===== config.mk =====
export PLATFORM = sky130hd
export DESIGN_NAME = fpr_hi_xfer
export DESIGN_NICKNAME = d
export VERILOG_FILES = /design/src/rtl/fht_pkg.sv /design/src/rtl/fht_decode.sv /design/src/rtl/fht_regfile.sv /design/src/rtl/fpr_hi_xfer.sv
export SDC_FILE = /design/constraint.sdc
export NUM_CORES = 2
export LEC_CHECK = 0
export BUFFER_PORTS_ARGS = -buffer_cell sky130_fd_sc_hd__clkbuf_2
export CELL_PAD_IN_SITES_DETAIL_PLACEMENT = 1
export CELL_PAD_IN_SITES_GLOBAL_PLACEMENT = 1
export CORE_MARGIN = 2
export CORE_UTILIZATION = 46
export CTS_CLUSTER_DIAMETER = 200
export CTS_CLUSTER_SIZE = 10
export DETAILED_ROUTE_END_ITERATION = 16
export PLACE_DENSITY = 0.71
export SYNTH_ARGS = -nofsm -noshare
export SYNTH_HDL_FRONTEND = slang
export SYNTH_HIERARCHICAL = 1
export SYNTH_SLANG_ARGS = --single-unit

===== constraint.sdc =====
create_clock -name clk -period 7.5 [get_ports clk]
set_clock_uncertainty 0.05 [all_clocks]
set_input_delay 0.75 -clock clk [delete_from_list [all_inputs] [get_ports clk]]
set_output_delay 0.75 -clock clk [all_outputs]
set_load 0.005 [all_outputs]

===== src/rtl/fht_pkg.sv =====
package fht_pkg;

    localparam int DATA_W   = 64;
    localparam int HALF_W   = DATA_W / 2;
    localparam int IDX_W    = 5;
    localparam int NREG     = 1 << IDX_W;

    localparam logic [5:0] MAJOR_OP  = 6'b010001;
    localparam logic [4:0] SUB_RDHI  = 5'b00011;
    localparam logic [4:0] SUB_WRHI  = 5'b00111;

    localparam logic [HALF_W-1:0] POISON_RD = 32'h0BAD_F00D;
    localparam logic [HALF_W-1:0] POISON_WR = 32'hDEAD_C0DE;

    typedef enum logic [1:0] {
        OP_NONE = 2'd0,
        OP_RDHI = 2'd1,
        OP_WRHI = 2'd2
    } xfer_op_e;

    typedef struct packed {
        xfer_op_e             op;
        logic [IDX_W-1:0]     rt;
        logic [IDX_W-1:0]     fs;
    } xfer_dec_t;

    function automatic logic [DATA_W-1:0] sext_half(input logic [HALF_W-1:0] w);
        return {{HALF_W{w[HALF_W-1]}}, w};
    endfunction

endpackage


===== src/rtl/fht_decode.sv =====
module fht_decode
    import fht_pkg::*;
(
    input  logic        valid,
    input  logic [31:0] insn,
    output xfer_dec_t   dec
);
    logic base_ok;

    always_comb begin
        base_ok = valid && (insn[31:26] == MAJOR_OP) && (insn[10:0] == 11'd0);
        dec.rt  = insn[20:16];
        dec.fs  = insn[15:11];
        dec.op  = OP_NONE;
        if (base_ok) begin
            if (insn[25:21] == SUB_RDHI)      dec.op = OP_RDHI;
            else if (insn[25:21] == SUB_WRHI) dec.op = OP_WRHI;
        end
    end
endmodule


===== src/rtl/fht_regfile.sv =====
module fht_regfile
    import fht_pkg::*;
#(
    parameter int N_ENT = NREG,
    parameter int W     = DATA_W,
    localparam int AW   = $clog2(N_ENT)
)(
    input  logic          clk,
    input  logic          rst,
    input  logic          wr_en,
    input  logic [AW-1:0] wr_idx,
    input  logic [W-1:0]  wr_data,
    input  logic [AW-1:0] rd_idx,
    output logic [W-1:0]  rd_data,
    input  logic [AW-1:0] dbg_idx,
    output logic [W-1:0]  dbg_data
);
    logic [W-1:0]     ent [N_ENT];
    logic [N_ENT-1:0] row_we;

    for (genvar i = 0; i < N_ENT; i++) begin : g_row
        assign row_we[i] = wr_en && (wr_idx == AW'(i));
        always_ff @(posedge clk) begin
            if (rst)            ent[i] <= '0;
            else if (row_we[i]) ent[i] <= wr_data;
        end
    end

    assign rd_data  = ent[rd_idx];
    assign dbg_data = ent[dbg_idx];

    // a single row is written per accepted transfer
    a_r11_single_row: assert property (@(posedge clk) disable iff (rst)
        $onehot0(row_we));

    // the written value is readable at the next cycle
    a_r11_write_lands: assert property (@(posedge clk) disable iff (rst)
        wr_en |=> (ent[$past(wr_idx)] == $past(wr_data)));
endmodule


===== src/rtl/fpr_hi_xfer.sv =====
module fpr_hi_xfer
    import fht_pkg::*;
(
    input  logic              clk,
    input  logic              rst,
    input  logic              xfer_valid,
    input  logic [31:0]       xfer_insn,
    input  logic [DATA_W-1:0] int_src,
    input  logic              wide_mode,
    output logic              res_we,
    output logic [IDX_W-1:0]  res_reg,
    output logic [DATA_W-1:0] res_data,
    output logic              warn_odd,
    input  logic [IDX_W-1:0]  dbg_idx,
    output logic [DATA_W-1:0] dbg_data
);
    xfer_dec_t         dec;
    logic              odd_narrow;
    logic [IDX_W-1:0]  tgt_idx;
    logic [DATA_W-1:0] tgt_data;
    logic              wr_en;
    logic [DATA_W-1:0] wr_data;
    logic [DATA_W-1:0] rd_value;

    fht_decode u_dec (
        .valid (xfer_valid),
        .insn  (xfer_insn),
        .dec   (dec)
    );

    fht_regfile #(.N_ENT(NREG), .W(DATA_W)) u_rf (
        .clk      (clk),
        .rst      (rst),
        .wr_en    (wr_en),
        .wr_idx   (tgt_idx),
        .wr_data  (wr_data),
        .rd_idx   (tgt_idx),
        .rd_data  (tgt_data),
        .dbg_idx  (dbg_idx),
        .dbg_data (dbg_data)
    );

    always_comb begin
        odd_narrow = !wide_mode && dec.fs[0];
        tgt_idx    = (!wide_mode && !dec.fs[0]) ? (dec.fs | IDX_W'(1)) : dec.fs;
        wr_en      = (dec.op == OP_WRHI);
        if (wide_mode) begin
            rd_value = sext_half(tgt_data[DATA_W-1:HALF_W]);
            wr_data  = {int_src[HALF_W-1:0], tgt_data[HALF_W-1:0]};
        end else if (odd_narrow) begin
            rd_value = sext_half(POISON_RD);
            wr_data  = {{HALF_W{1'b0}}, POISON_WR};
        end else begin
            rd_value = sext_half(tgt_data[HALF_W-1:0]);
            wr_data  = {{HALF_W{1'b0}}, int_src[HALF_W-1:0]};
        end
    end

    always_ff @(posedge clk) begin
        if (rst) begin
            res_we   <= 1'b0;
            res_reg  <= '0;
            res_data <= '0;
            warn_odd <= 1'b0;
        end else begin
            res_we   <= (dec.op == OP_RDHI);
            warn_odd <= (dec.op != OP_NONE) && odd_narrow;
            if (dec.op == OP_RDHI) begin
                res_reg  <= dec.rt;
                res_data <= rd_value;
            end
        end
    end

    // no result without a strobe in the previous cycle
    a_r10_result_needs_strobe: assert property (@(posedge clk) disable iff (rst)
        res_we |-> $past(xfer_valid));

    // no array write without a strobe
    a_r10_write_needs_strobe: assert property (@(posedge clk) disable iff (rst)
        wr_en |-> xfer_valid);

    // warning only follows a narrow-layout strobe
    a_r9_warn_narrow_only: assert property (@(posedge clk) disable iff (rst)
        warn_odd |-> $past(xfer_valid && !wide_mode));

    // a poisoned read returns the fixed word
    a_r7_poison_read: assert property (@(posedge clk) disable iff (rst)
        (res_we && warn_odd) |-> (res_data == 64'h0000_0000_0BAD_F00D));

    // result upper half is always a sign extension
    a_r3_sign_extended: assert property (@(posedge clk) disable iff (rst)
        res_we |-> (res_data[DATA_W-1:HALF_W] == {HALF_W{res_data[HALF_W-1]}}));
endmodule


==> flow_summary.json <==
{
  "yosys.area_share.simple": 0.144,
  "fin_nets": 7443,
  "power_mw": 27.2,
  "initial_utilization": 0.463,
  "die_w_um": 494,
  "finalCritPeriodShare": 0.713,
  "cts_resized": 0,
  "drtIter0Drc": 13800,
  "async_reset_ff_frac": 0,
  "largest_register_ffs": 2048,
  "wl_per_cell_um": 45.0,
  "ys.warnings.count": 6,
  "syn-instance-count": 7429,
  "htreeDepth": 4,
  "tritoncts": "done",
  "dominantRegCellSynth": "edfxtp_1",
  "end_kind": "output pin",
  "post-cts-setup-buffers": 0,
  "holdPathStages": 3,
  "hold_class": "in -> reg",
  "vias": 77400,
  "io_pins": 240,
  "mostFrequentLayoutCells": "and2_1 (2085), edfxtp_1 (2048), mux4_2 (869)",
  "clk_pin_slew_ps": 50,
  "min_from": "xfer_insn[19]",
  "worstHoldEndpoint": "res_reg[3]$_SDFFE_PP0P_",
  "core_sq_um": 238000,
  "drive_above_1_share": 0.244,
  "crit_required_ps": 6700,
  "min_period_ps": 5350,
  "muxShareOfSynthArea": 0.207,
  "ir_worst_vdd_v": 0.000211,
  "yosysUniqueCellTypes": 54,
  "cp_data_arrival_time_ps": 4550,
  "place_congestion": 0.921,
  "violations": "antenna rules, capacitance limit, slew limit",
  "clock-sinks": 2087,
  "drv_slew": 1,
  "drc": 0,
  "syn_to_final_growth_pct": 10.1,
  "cap_violations": 2,
  "worstReg2RegEnd": "res_data[13]$_SDFFE_PP0P_",
  "status": "finished, violations left",
  "antenna_found_initial": 86,
  "reg2reg_from": "u_rf/ent[17][45]$_SDFFCE_PN0P_",
  "setup_tns_ps": 0,
  "seq_area_sq_um": 62300,
  "synth_area_sq_um": 110000,
  "drt_wl_total_mm": 480,
  "cts_made_buffers": 227,
  "fill_cells": 22400,
  "clockBufferDepth": 3,
  "globalRouteOverflowTotal": 0,
  "viasPerCell": 7.26,
  "grt_use_total": 0.390,
  "crit_path_max_fanout": 26,
  "rsz0062_at_grt": "false",
  "synthAdderAreaFrac": 0,
  "rrSetupSlack_ps": 4210,
  "dpl.cell_count": 10300,
  "synth_xor_area_frac": 0,
  "hold_violations": 0,
  "synth-seq-cells": 2087,
  "cp-startpoint": "dbg_idx[3]",
  "port-buffer-count": 207,
  "grt_pass1_vias": 77600,
  "synth_compound_area_frac": 0.0454,
  "clk_latency_ps": 920,
  "worstSetupStartpointType": "input pin",
  "layout_commonest_cell": "and2_1",
  "critPathKind": "in -> out",
  "root_buffer": "clkbuf_16",
  "dp_hpwl_mm": 280,
  "dieHeight_um": 494,
  "grt_max_degree": 105,
  "drtAntennaViolNets": 3,
  "synth_top_family_by_area": "multiplexers",
  "synthesis.nets": 7534,
  "rows": 179,
  "syn_avg_cell_area_sq_um": 14.8,
  "seq_area_frac_synth": 0.565,
  "setup-violations-final": 0,
  "ctsHoldBuffers": 4,
  "drt_pass1_iterations": 7,
  "grt_pass1_wl_mm": 648,
  "power_density_nw_per_um2": 224,
  "final_cells": 10700,
  "fmax_mhz": 187,
  "p_leak_nw": 42.5,
  "fin_hold_ws_ps": 55.4,
  "synth_edf_count": 2048,
  "multiInputGateArea_sq_um": 44600,
  "dieArea_sq_um": 244000,
  "relSlewSlack": -0.0136,
  "r2r_cells": 5,
  "tightest_slew_ps": 1520
}
-- stage by stage --
| step | worst slack [ps] | instance area [sq um] | utilization |
|---|---|---|---|
| 2_1_floorplan | 1740 | 110000 | - |
| 3_3_place_gp | 2060 | 115000 | 0.483 |
| 3_5_place_dp | 2020 | 115000 | 0.483 |
| 4_1_cts | 2540 | 121000 | 0.509 |
| 5_1_grt | 2300 | 121000 | 0.510 |
| 6_report | 2150 | 121000 | 0.510 |
-- metal layers --
metal | vias up | part of all wire | GRT usage
met5 | - | 0.00075 | 0.000783
li1 | 28400 | - | -
met3 | 1835 | 0.14 | 0.128
met1 | 40100 | 0.33 | 0.479
met4 | 44 | 0.087 | 0.296
met2 | 7084 | 0.44 | 0.571
-- cell type report --
cell class                      instances  share of cell area
Sequential cell                      2087               0.513
Multi-Input combinational cell       4514               0.367
Tap cell                             3167              0.0326
Antenna cell                           60             0.00124
Inverter                                3           0.0000927
Timing Repair Buffer                  505              0.0342
Clock inverter                         13             0.00198
Clock buffer                          304              0.0499
-- cell families after synthesis --
family,Yosys count
buf+inv,828
simple gates,2584
compound gates,743
mux,1187
flops,2087
-- how the worst max path moves through the flow --
| stage | end | slack, ps | cells past startpoint |
|---|---|---|---|
| 2_1_floorplan | u_rf/ent[3][0]$_SDFFCE_PN0P_ | 1740 | 7 |
| 3_3_place_gp | u_rf/ent[17][21]$_SDFFCE_PN0P_ | 2060 | 9 |
| 3_5_place_dp | u_rf/ent[16][25]$_SDFFCE_PN0P_ | 2020 | 12 |
| 4_1_cts | dbg_data[44] | 2540 | 8 |
| 5_1_grt | dbg_data[45] | 2300 | 7 |
| 6_report | dbg_data[7] | 2150 | 8 |
-- report_power, final --
part | leakage, nW | internal (mW) | switching [mW]
Sequential | 20.6 | 13.3 | 0.268
Combinational | 18.8 | 1.16 | 2.21
Clock | 3.04 | 5.55 | 4.74
-- synthesized netlist by cell type, types with 12 or more instances --
cell type,count,share of area
and2_1,2087,0.12
edfxtp_1,2048,0.56
mux4_2,869,0.18
clkbuf_1,425,0.014
o22ai_1,324,0.018
mux2i_1,286,0.026
a22oi_1,196,0.013
buf_2,160,0.0073
nand2_1,99,0.0034
buf_4,98,0.0067
nor4_1,84,0.0048
nor2_1,80,0.0027
buf_6,63,0.0064
clkbuf_2,62,0.0028
a21oi_1,61,0.0028
nor2b_1,52,0.0029
nand3_1,51,0.0023
dfxtp_1,39,0.0071
a211oi_1,38,0.0026
o21ai_0,37,0.0017
mux2_2,32,0.0033
o21bai_1,32,0.0022
nand4_1,28,0.0016
nor3_1,23,0.0010
a221oi_1,22,0.0017
nand2b_1,14,0.00079
nor4_2,14,0.0016
a2111oi_0,13,0.0010
o221ai_1,13,0.0010
buf_1,12,0.00041
-- worst max-delay path: stages --
cell      delay, ps
clkbuf_2         90
buf_4           440
nor2_1          230
nand2_4         760
buf_4           530
o22ai_1         180
nor4_2         1210
clkbuf_2        290
(Power assumes the default switching activity.)
